$ cat config.mk
export PLATFORM = sky130hd
export DESIGN_NAME = keycombo_detect
export DESIGN_NICKNAME = d
export VERILOG_FILES = /design/src/rtl/kc_pkg.sv /design/src/rtl/kc_stage.sv /design/src/rtl/kc_detector.sv /design/src/rtl/kc_actions.sv /design/src/rtl/keycombo_detect.sv
export SDC_FILE = /design/constraint.sdc
export NUM_CORES = 1
export LEC_CHECK = 0
export BUFFER_PORTS_ARGS = -buffer_cell sky130_fd_sc_hd__buf_4
export CAP_MARGIN = 20
export CORE_MARGIN = 2
export CORE_UTILIZATION = 30
export CTS_CLUSTER_DIAMETER = 50
export CTS_CLUSTER_SIZE = 14
export DETAILED_ROUTE_END_ITERATION = 10
export GPL_TIMING_DRIVEN = 0
export SLEW_MARGIN = 20
export SYNTH_ARGS = -nofsm -noshare
export SYNTH_HDL_FRONTEND = slang
export SYNTH_SLANG_ARGS = --single-unit
$ cat constraint.sdc
create_clock -name clk -period 3.4 [get_ports clk]
set_clock_uncertainty 0.15 [all_clocks]
set_input_delay 0.68 -clock clk [delete_from_list [all_inputs] [get_ports clk]]
set_output_delay 0.68 -clock clk [all_outputs]
set_load 0.02 [all_outputs]
$ cat src/rtl/kc_pkg.sv
package kc_pkg;
  localparam int ACT_W   = 4;
  localparam int ACT_BAT = 0;
  localparam int ACT_IRQ = 1;
  localparam int ACT_EC  = 2;
  localparam int ACT_RST = 3;
endpackage

$ cat src/rtl/kc_stage.sv
module kc_stage #(
  parameter int NKEY   = 5,
  parameter int TIME_W = 32
) (
  input  logic              clk,
  input  logic              rst,
  input  logic              tick_i,
  input  logic              enable_i,
  input  logic [NKEY-1:0]   pressed_i,
  input  logic [NKEY-1:0]   mask_i,
  input  logic [TIME_W-1:0] limit_i,
  output logic              hit_o
);
  logic              held;
  logic              done_q;
  logic [TIME_W-1:0] cnt_q;

  assign held = enable_i && (mask_i != '0) && ((pressed_i & mask_i) == mask_i);

  always_ff @(posedge clk) begin
    if (rst) begin
      cnt_q  <= '0;
      done_q <= 1'b0;
      hit_o  <= 1'b0;
    end else begin
      hit_o <= 1'b0;
      if (!held) begin
        cnt_q  <= '0;
        done_q <= 1'b0;
      end else if (!done_q) begin
        if (cnt_q >= limit_i) begin
          hit_o  <= 1'b1;
          done_q <= 1'b1;
        end else if (tick_i) begin
          cnt_q <= cnt_q + 1'b1;
        end
      end
    end
  end
endmodule

$ cat src/rtl/kc_detector.sv
module kc_detector #(
  parameter int NKEY   = 5,
  parameter int TIME_W = 32
) (
  input  logic              clk,
  input  logic              rst,
  input  logic              tick_i,
  input  logic [NKEY-1:0]   pressed_i,
  input  logic [NKEY-1:0]   pre_mask_i,
  input  logic [TIME_W-1:0] pre_time_i,
  input  logic [NKEY-1:0]   main_mask_i,
  input  logic [TIME_W-1:0] main_time_i,
  output logic              fire_o
);
  logic pre_hit;
  logic armed_q;
  logic main_en;

  kc_stage #(.NKEY(NKEY), .TIME_W(TIME_W)) u_pre (
    .clk(clk), .rst(rst), .tick_i(tick_i), .enable_i(1'b1),
    .pressed_i(pressed_i), .mask_i(pre_mask_i), .limit_i(pre_time_i),
    .hit_o(pre_hit)
  );

  assign main_en = armed_q || (pre_mask_i == '0);

  kc_stage #(.NKEY(NKEY), .TIME_W(TIME_W)) u_main (
    .clk(clk), .rst(rst), .tick_i(tick_i), .enable_i(main_en),
    .pressed_i(pressed_i), .mask_i(main_mask_i), .limit_i(main_time_i),
    .hit_o(fire_o)
  );

  always_ff @(posedge clk) begin
    if (rst)          armed_q <= 1'b0;
    else if (fire_o)  armed_q <= 1'b0;
    else if (pre_hit) armed_q <= 1'b1;
  end
endmodule

$ cat src/rtl/kc_actions.sv
module kc_actions
  import kc_pkg::*;
#(
  parameter int NCOMBO  = 4,
  parameter int PULSE_W = 16
) (
  input  logic                    clk,
  input  logic                    rst,
  input  logic                    tick_i,
  input  logic [NCOMBO-1:0]       fire_i,
  input  logic [NCOMBO*ACT_W-1:0] action_i,
  input  logic [PULSE_W-1:0]      ec_width_i,
  input  logic [NCOMBO-1:0]       irq_clear_i,
  output logic                    bat_disable_o,
  output logic                    ec_reset_o,
  output logic                    reset_req_o,
  output logic [NCOMBO-1:0]       irq_status_o,
  output logic                    irq_o
);
  logic [NCOMBO-1:0]  bat_set, irq_set, ec_set, rst_set;
  logic [NCOMBO-1:0]  status_nxt;
  logic [PULSE_W-1:0] ec_cnt_q;

  for (genvar i = 0; i < NCOMBO; i++) begin : g_sel
    assign bat_set[i] = fire_i[i] & action_i[i*ACT_W + ACT_BAT];
    assign irq_set[i] = fire_i[i] & action_i[i*ACT_W + ACT_IRQ];
    assign ec_set[i]  = fire_i[i] & action_i[i*ACT_W + ACT_EC];
    assign rst_set[i] = fire_i[i] & action_i[i*ACT_W + ACT_RST];
  end

  assign status_nxt = (irq_status_o & ~irq_clear_i) | irq_set;

  always_ff @(posedge clk) begin
    if (rst) begin
      bat_disable_o <= 1'b0;
      reset_req_o   <= 1'b0;
      irq_status_o  <= '0;
      irq_o         <= 1'b0;
      ec_cnt_q      <= '0;
      ec_reset_o    <= 1'b0;
    end else begin
      bat_disable_o <= bat_disable_o | (|bat_set);
      reset_req_o   <= |rst_set;
      irq_status_o  <= status_nxt;
      irq_o         <= |status_nxt;
      if (|ec_set) begin
        ec_cnt_q   <= ec_width_i;
        ec_reset_o <= (ec_width_i != '0);
      end else if (tick_i && (ec_cnt_q != '0)) begin
        ec_cnt_q   <= ec_cnt_q - 1'b1;
        ec_reset_o <= (ec_cnt_q != PULSE_W'(1));
      end
    end
  end
endmodule

$ cat src/rtl/keycombo_detect.sv
module keycombo_detect
  import kc_pkg::*;
#(
  parameter int NCOMBO  = 4,
  parameter int NKEY    = 5,
  parameter int TIME_W  = 32,
  parameter int PULSE_W = 16
) (
  input  logic                     clk,
  input  logic                     rst,
  input  logic                     tick_i,
  input  logic [NKEY-1:0]          keys_n_i,
  input  logic [NCOMBO*NKEY-1:0]   pre_mask_i,
  input  logic [NCOMBO*TIME_W-1:0] pre_time_i,
  input  logic [NCOMBO*NKEY-1:0]   main_mask_i,
  input  logic [NCOMBO*TIME_W-1:0] main_time_i,
  input  logic [NCOMBO*ACT_W-1:0]  action_i,
  input  logic [PULSE_W-1:0]       ec_width_i,
  input  logic [NCOMBO-1:0]        irq_clear_i,
  output logic                     bat_disable_o,
  output logic                     ec_reset_o,
  output logic                     reset_req_o,
  output logic [NCOMBO-1:0]        irq_status_o,
  output logic                     irq_o
);
  logic [NKEY-1:0]   pressed;
  logic [NCOMBO-1:0] fire_w;

  assign pressed = ~keys_n_i;

  for (genvar i = 0; i < NCOMBO; i++) begin : g_det
    kc_detector #(.NKEY(NKEY), .TIME_W(TIME_W)) u_det (
      .clk(clk), .rst(rst), .tick_i(tick_i), .pressed_i(pressed),
      .pre_mask_i(pre_mask_i[i*NKEY +: NKEY]),
      .pre_time_i(pre_time_i[i*TIME_W +: TIME_W]),
      .main_mask_i(main_mask_i[i*NKEY +: NKEY]),
      .main_time_i(main_time_i[i*TIME_W +: TIME_W]),
      .fire_o(fire_w[i])
    );
  end

  kc_actions #(.NCOMBO(NCOMBO), .PULSE_W(PULSE_W)) u_act (
    .clk(clk), .rst(rst), .tick_i(tick_i), .fire_i(fire_w),
    .action_i(action_i), .ec_width_i(ec_width_i), .irq_clear_i(irq_clear_i),
    .bat_disable_o(bat_disable_o), .ec_reset_o(ec_reset_o),
    .reset_req_o(reset_req_o), .irq_status_o(irq_status_o), .irq_o(irq_o)
  );
endmodule

==> impl_metrics.yaml, run 1 <==
synthesis:
  ys_dominant_reg_cell: "dfxtp_1"
  synthesis.instances: 2722
  netlist_top_cells_count: "inv_1, dfxtp_1, ha_1"
  most_used_standard_cell_by_instance_count_after_synthesis: "inv_1"
  netlist_area_mm2: 0.0214
  synth.net_count: 3328
  synth_top_area_share_pct: 28.1
  ys_top_cells_by_area: "dfxtp_1, ha_1, a21oi_1, inv_1, nand2_1"
  async_flop_share_pct: 0
  mapped_avg_cell_area_um2: 7.85
  synth_top_area_cell: "dfxtp_1"
  yosysWarningCount: 0
  fraction_of_the_yosys_area_taken_by_sequential_cells_pct: 28.1
  yosys_register_bits: 300
  synth_edf_count: 0
  synthDistinctLibCells: 84
detailed_routing:
  vias: 21258
  drt-wirelength-per-cell_um: 16.6
  drt-vias-per-instance: 5.20
  route.detailed.drc: 0
  antenna_violating_nets_post_route: 0
  drt_first_pass_iters: 5
  first_iter_violations: 1200
  wl_um: 68100
power_and_ir_drop:
  power_frac_clock_pct: 48.8
  peakVddDrop_uv: 367
  pwr-share-comb_pct: 12.8
  netSwitchingFraction_pct: 26.1
  internal_power_mw: 7.12
  p_total_mw: 9.63
  power.density_cell_area_mw_per_mm2: 360
  power.share.sequential_pct: 38.3
  power.switching_mw: 2.51
  total_leakage_power_nw: 11.4
timing:
  slew_violations: 0
  post-route-min-period_ns: 3.26
  timing_hold_violations_final: 0
  finalSetupViolations: 0
  rsz0062_at_grt: "yes"
  tns_ns: 0
  clock.fmax_mhz: 307
  final_min_period_over_clock_period_pct: 95.8
  maxSlewHeadroom_pct: 33.6
  worst_hold_slack_ns: 0.239
  timing_worst_slew_pin_value_ns: 0.972
worst_setup_path:
  timing.critical_path.slowest_stage_cell: "dfxtp_1"
  worst-endpoint-arrival_ns: 3.52
  critical-path-top-cell-by-count: "clkbuf_1"
  cp_max_fo: 10
  crit_path_capture_type: "flip-flop"
  crit_path_cell_trace: "ha_1, a211o_1, a31oi_1, o21ai_0, a211oi_1, o211ai_1, clkbuf_1, clkbuf_1, o31ai_1, a21oi_1"
  timing.setup.critical_path_class: "flip-flop to flip-flop"
  reg2regPathDepth: 10
  setup.worst_path.start_class: "flip-flop"
  cpPeakStageDelay_ns: 0.45
  timing.critical_path.required_ns: 3.67
floorplanning:
  die_footprint_mm2: 0.0734
  rows: 97
  starting_density_of_the_core_pct: 30.4
  core_mm2: 0.0703
  top_level_ports: 348
  chipWidth_um: 271
  fp.dieH_um: 271
place:
  gp_congestion: 0.856
  dpl.cell_count: 4008
  port_buffers: 343
  detailedPlacementHpwl_um: 53800
clocking:
  cts_buffers: 43
  tritoncts: "done"
  cts-hold-fix-buffers: 0
  path_clk_slew_ns: 0.07
  cts_buffer_depth: 3
  clock_sink_count: 300
  cts_htree_levels: 2
  clock_latency_ns: 0.56
  clockRootBuffer: "clkbuf_16"
grt:
  first_global_vias: 20409
  grt.overflow.total: 0
  grt_first_pass_wirelength_um: 109000
  pin_count_of_the_biggest_net_entering_global_routing: 15
  number_of_antenna_violations_at_the_first_check_in_global_routing: 8
  grt_use_total_pct: 18.1
min_path:
  hold_path_depth: 3
  hold_class: "input port to flip-flop"
finish:
  nNetsFinal: 3720
  drive_above_1_share_pct: 16.0
  syn_to_final_growth_pct: 25.2
  fill_cells: 7307
  finish.cell_count_without_fillers: 4091
flow_run:
  cap_violations: 0
run_status:
  status: "completed"
cells by family (layout without fill, tap and decap cells):
kind of cell	Yosys count	count (layout)	synth area share, %
multiplexers	20	20	0.942
AND/OR/NAND/NOR	1040	1040	26.9
buffers and inverters	425	850	7.57
AO/OA/AOI/OAI	595	595	17.8
other	0	4	0
flip-flops	300	300	28.1
adder cells (fa/ha/maj)	266	266	15.6
XOR/XNOR	76	76	3.11
sequential cells by signal, summed over array words and instances, names as in the netlist:
name                       flops
g_det.u_det.u_pre.cnt_q      128
g_det.u_det.u_pre.hit_o        4
u_act.irq_o                    1
u_act.irq_status_o             4
u_act.ec_cnt_q                16
u_act.reset_req_o              1
g_det.u_det.armed_q            4
g_det.u_det.u_pre.done_q       4
u_act.ec_reset_o               1
u_act.bat_disable_o            1
g_det.u_det.u_main.cnt_q     128
g_det.u_det.u_main.done_q      4
g_det.u_det.u_main.hit_o       4
through the flow:
stage / worst slack [ns] / util, % / area (µm²)
4_1_cts: 0.0334 / 37.9 / 26700
6_report: 0.143 / 38.1 / 26800
3_3_place_gp: -1.78 / 35.8 / 25100
2_1_floorplan: 0.263 / - / 21400
3_5_place_dp: -0.776 / 35.8 / 25200
5_1_grt: -0.0187 / 38.1 / 26800
worst max-delay path: cells and delay by family (launching register included):
kind | cells | cell delay [ns]
AO/OA/AOI/OAI | 7 | 1.58
buffers and inverters | 2 | 0.64
flip-flops | 1 | 0.45
adder cells (fa/ha/maj) | 1 | 0.29
cell type report:
class	instances	area (µm²)	area share, %
Inverter	317	1190	4.45
Timing Repair Buffer	349	2620	9.77
Clock inverter	27	334	1.25
Tap cell	940	1180	4.40
Antenna cell	4	10.0	0.0374
Clock buffer	51	1150	4.28
Multi-Input combinational cell	1997	13800	51.8
Buffer	106	429	1.60
Sequential cell	300	6010	22.4
routing by layer:
metal  wire (µm)  up-vias  global-route usage, %
li1            -    10782                      -
met1       31200     9859                   23.8
met2       31500      519                   30.0
met3        3360       96                   2.75
met4        2020        2                   6.11
met5          12        -                      0
timing repair:
action                     4_1_cts  5_1_grt
resized for setup                3       21
setup buffers                    0        2
setup endpoints to repair       43      101
pin swaps                        0        2
power by group through the flow:
stage / registers (mW) / clock network, mW / logic (mW)
6_report: 3.69 / 4.70 / 1.24
5_1_grt: 3.70 / 4.96 / 1.39
4_1_cts: 3.69 / 4.82 / 1.25
3_5_place_dp: 3.76 / 0 / 1.24
3_3_place_gp: 3.76 / 0 / 1.22
2_1_floorplan: 3.75 / 0 / 0.700
path summary, 6_finish.rpt:
kind | startpoint | to | slack, ns
min reg2reg | g_det[1].u_det.u_main.done_q$_SDFF_PP0_ | g_det[1].u_det.u_main.hit_o$_SDFF_PP0_ | 0.28
max reg2reg | g_det[0].u_det.u_pre.cnt_q[2]$_SDFFE_PP0P_ | g_det[0].u_det.u_pre.cnt_q[24]$_SDFFE_PP0P_ | 0.14
min | ec_width_i[15] | u_act.ec_cnt_q[15]$_SDFFE_PP0P_ | 0.24
max | g_det[0].u_det.u_pre.cnt_q[2]$_SDFFE_PP0P_ | g_det[0].u_det.u_pre.cnt_q[24]$_SDFFE_PP0P_ | 0.14
cell usage in the layout (no fill, tap or decap), types with 9 or more instances in the layout:
cell type	synthesis	final
nand3b_1	10	10
or3_1	39	39
a21oi_1	242	242
o31ai_1	54	54
nand2_1	223	223
a31o_2	11	11
buf_2	16	18
clkbuf_1	85	81
nand4b_1	9	9
nand2b_1	23	23
o21ai_0	80	80
o21a_1	23	23
nor3b_1	14	14
and4_1	35	35
o211ai_1	41	41
xnor2_1	68	68
a22oi_1	22	22
nand3_1	88	88
a211oi_1	18	18
nor2_1	171	171
and2_1	11	11
ha_1	266	266
dfxtp_1	300	300
inv_1	317	317
and3_1	54	54
or4_1	99	99
buf_4	1	348
nor4_1	57	57
mux2i_1	19	19
nand4_1	118	118
a21o_1	19	19
clkbuf_16	0	43
nor3_1	49	48
Note: power is estimated with default switching activity, not from simulation.
==> run 2: changes to the inputs <==
--- a/config.mk
+++ b/config.mk
@@ -8,11 +8,12 @@
 export BUFFER_PORTS_ARGS = -buffer_cell sky130_fd_sc_hd__buf_4
 export CAP_MARGIN = 20
 export CORE_MARGIN = 2
-export CORE_UTILIZATION = 30
+export CORE_UTILIZATION = 35
 export CTS_CLUSTER_DIAMETER = 50
 export CTS_CLUSTER_SIZE = 14
 export DETAILED_ROUTE_END_ITERATION = 10
 export GPL_TIMING_DRIVEN = 0
+export SETUP_SLACK_MARGIN = 0.1
 export SLEW_MARGIN = 20
 export SYNTH_ARGS = -nofsm -noshare
 export SYNTH_HDL_FRONTEND = slang
==> constraint.sdc (replaced) <==
create_clock -name clk -period 3.4 [get_ports clk]
set_clock_uncertainty 0.15 [all_clocks]
set_input_delay 0.51 -clock clk [delete_from_list [all_inputs] [get_ports clk]]
set_output_delay 0.51 -clock clk [all_outputs]
set_load 0.02 [all_outputs]
==> impl_metrics.yaml, run 2 (synthesized netlist as in run 1, its figures left out) <==
floorplanning:
  rows: 90
  die_footprint_mm2: 0.0631
  chipWidth_um: 251
  core_mm2: 0.0604
  top_level_ports: 348
  starting_density_of_the_core_pct: 35.4
  fp.dieH_um: 251
grt:
  first_global_vias: 19568
  grt.overflow.total: 0
  grt_first_pass_wirelength_um: 105000
  pin_count_of_the_biggest_net_entering_global_routing: 15
  number_of_antenna_violations_at_the_first_check_in_global_routing: 11
  grt_use_total_pct: 20.5
place:
  gp_congestion: 0.858
  port_buffers: 343
  detailedPlacementHpwl_um: 51800
  dpl.cell_count: 3851
finish:
  multi_input_comb_area_mm2: 0.0139
  layout_commonest_cell: "buf_4"
  finish.cell_count_without_fillers: 3945
  nNetsFinal: 3729
  drive_above_1_share_pct: 16.7
  largestRegisters: "g_det.u_det.u_main.cnt_q (128), g_det.u_det.u_pre.cnt_q (128), u_act.ec_cnt_q (16)"
  register_area_mm2: 0.00601
  mostFrequentLayoutCells: "buf_4, inv_1, dfxtp_1"
  fill_cells: 6137
  syn_to_final_growth_pct: 25.4
detailed_routing:
  drt-vias-per-instance: 5.37
  first_iter_violations: 1220
  antenna_violating_nets_post_route: 0
  drt-wirelength-per-cell_um: 16.9
  drt_first_pass_iters: 6
  route.detailed.drc: 0
  vias: 21182
  wl_um: 66800
clocking:
  cts_htree_levels: 2
  clock_sink_count: 300
  cts_buffers: 46
  clock_latency_ns: 0.58
  path_clk_slew_ns: 0.05
  cts_buffer_depth: 3
  clockRootBuffer: "clkbuf_16"
  tritoncts: "done"
worst_setup_path:
  timing.critical_path.required_ns: 3.70
  worst-endpoint-arrival_ns: 3.43
  timing.setup.critical_path_class: "flip-flop to flip-flop"
  cp_max_fo: 10
  crit_path_capture_type: "flip-flop"
  setup.worst_path.start_class: "flip-flop"
  register_to_register_setup_slack_ns: 0.26
timing:
  worst_hold_slack_ns: 0.0402
  final_min_period_over_clock_period_pct: 92.3
  clock.fmax_mhz: 319
  timing_hold_violations_final: 0
  post-route-min-period_ns: 3.14
  slew_violations: 0
  timing_worst_slew_pin_value_ns: 1.06
  rsz0062_at_grt: "yes"
  maxSlewHeadroom_pct: 27.5
  finalSetupViolations: 0
power_and_ir_drop:
  power.density_cell_area_mw_per_mm2: 370
  peakVddDrop_uv: 288
  total_leakage_power_nw: 11.6
flow_run:
  cap_violations: 0
min_path:
  hold_class: "input port to flip-flop"
run_status:
  status: "completed"
run 2: changes by cell type in the layout (fill, tap and decap cells not counted), sizes merged:
cell / previous run / this run
clkbuf: 134 / 141
inv: 323 / 326
clkinv: 7 / 11
dlygate4sd3: 0 / 1
clkinvlp: 8 / 2
buf: 372 / 375
run 2: timing repair:
item                                    CTS  global route
endpoints found under the setup margin   56           155
pin swaps                                 0             4
hold buffers                              1             0
resized for setup                         9            47
setup buffers                             0             5
hold endpoints to repair                  1             0
run 2: final cells by class:
type	count	area share [%]
clock buffer	56	4.66
tap	782	3.65
antenna	4	0.0374
timing repair buffer	353	9.86
inverter	317	4.44
buffer	108	1.68
multi-input combinational	1997	51.9
clock inverter	28	1.33
sequential	300	22.4
run 2: final timing paths:
| path | end | depth (start not counted) | start |
|---|---|---|---|
| max | g_det[3].u_det.u_pre.cnt_q[8]$_SDFFE_PP0P_ | 9 | g_det[3].u_det.u_pre.cnt_q[19]$_SDFFE_PP0P_ |
| min | u_act.ec_cnt_q[15]$_SDFFE_PP0P_ | 3 | ec_width_i[15] |
| min reg2reg | g_det[1].u_det.u_main.hit_o$_SDFF_PP0_ | 1 | g_det[1].u_det.u_main.done_q$_SDFF_PP0_ |
| max reg2reg | g_det[3].u_det.u_pre.cnt_q[8]$_SDFFE_PP0P_ | 9 | g_det[3].u_det.u_pre.cnt_q[19]$_SDFFE_PP0P_ |
run 2: stage by stage:
stage | area [µm²] | utilization [%] | setup slack [ns] | power [mW] | TNS (ns)
2_1_floorplan | 21400 | - | 0.433 | 4.45 | 0
3_3_place_gp | 24900 | 41.3 | -0.873 | 4.98 | -42.45
3_5_place_dp | 25000 | 41.4 | -0.455 | 4.98 | -21.30
4_1_cts | 26600 | 44.1 | 0.133 | 10.0 | 0
5_1_grt | 26800 | 44.4 | 0.0893 | 10.3 | 0
6_report | 26800 | 44.4 | 0.263 | 9.92 | 0
run 2: worst max-delay path: stages (launching register included):
cell     delay (ns)
dfxtp_1        0.45
ha_1           0.31
a21oi_1        0.15
o21ai_0        0.10
a22oi_1        0.19
or4b_1         0.55
buf_2          0.25
nor3_2         0.50
nand4_1        0.21
mux2i_1        0.16
run 2: per-layer routing:
metal,track usage [%],wire length (µm),vias up
met5,0,84,-
met4,5.90,1480,14
met1,27.2,30800,9793
li1,-,-,10818
met2,34.0,30800,469
met3,3.57,3570,88
run 2: where the power goes:
group	internal [mW]	switching [mW]
sequential	3.61	0.0836
combinational	0.625	0.603
clock	3.11	1.89
total	7.34	2.57
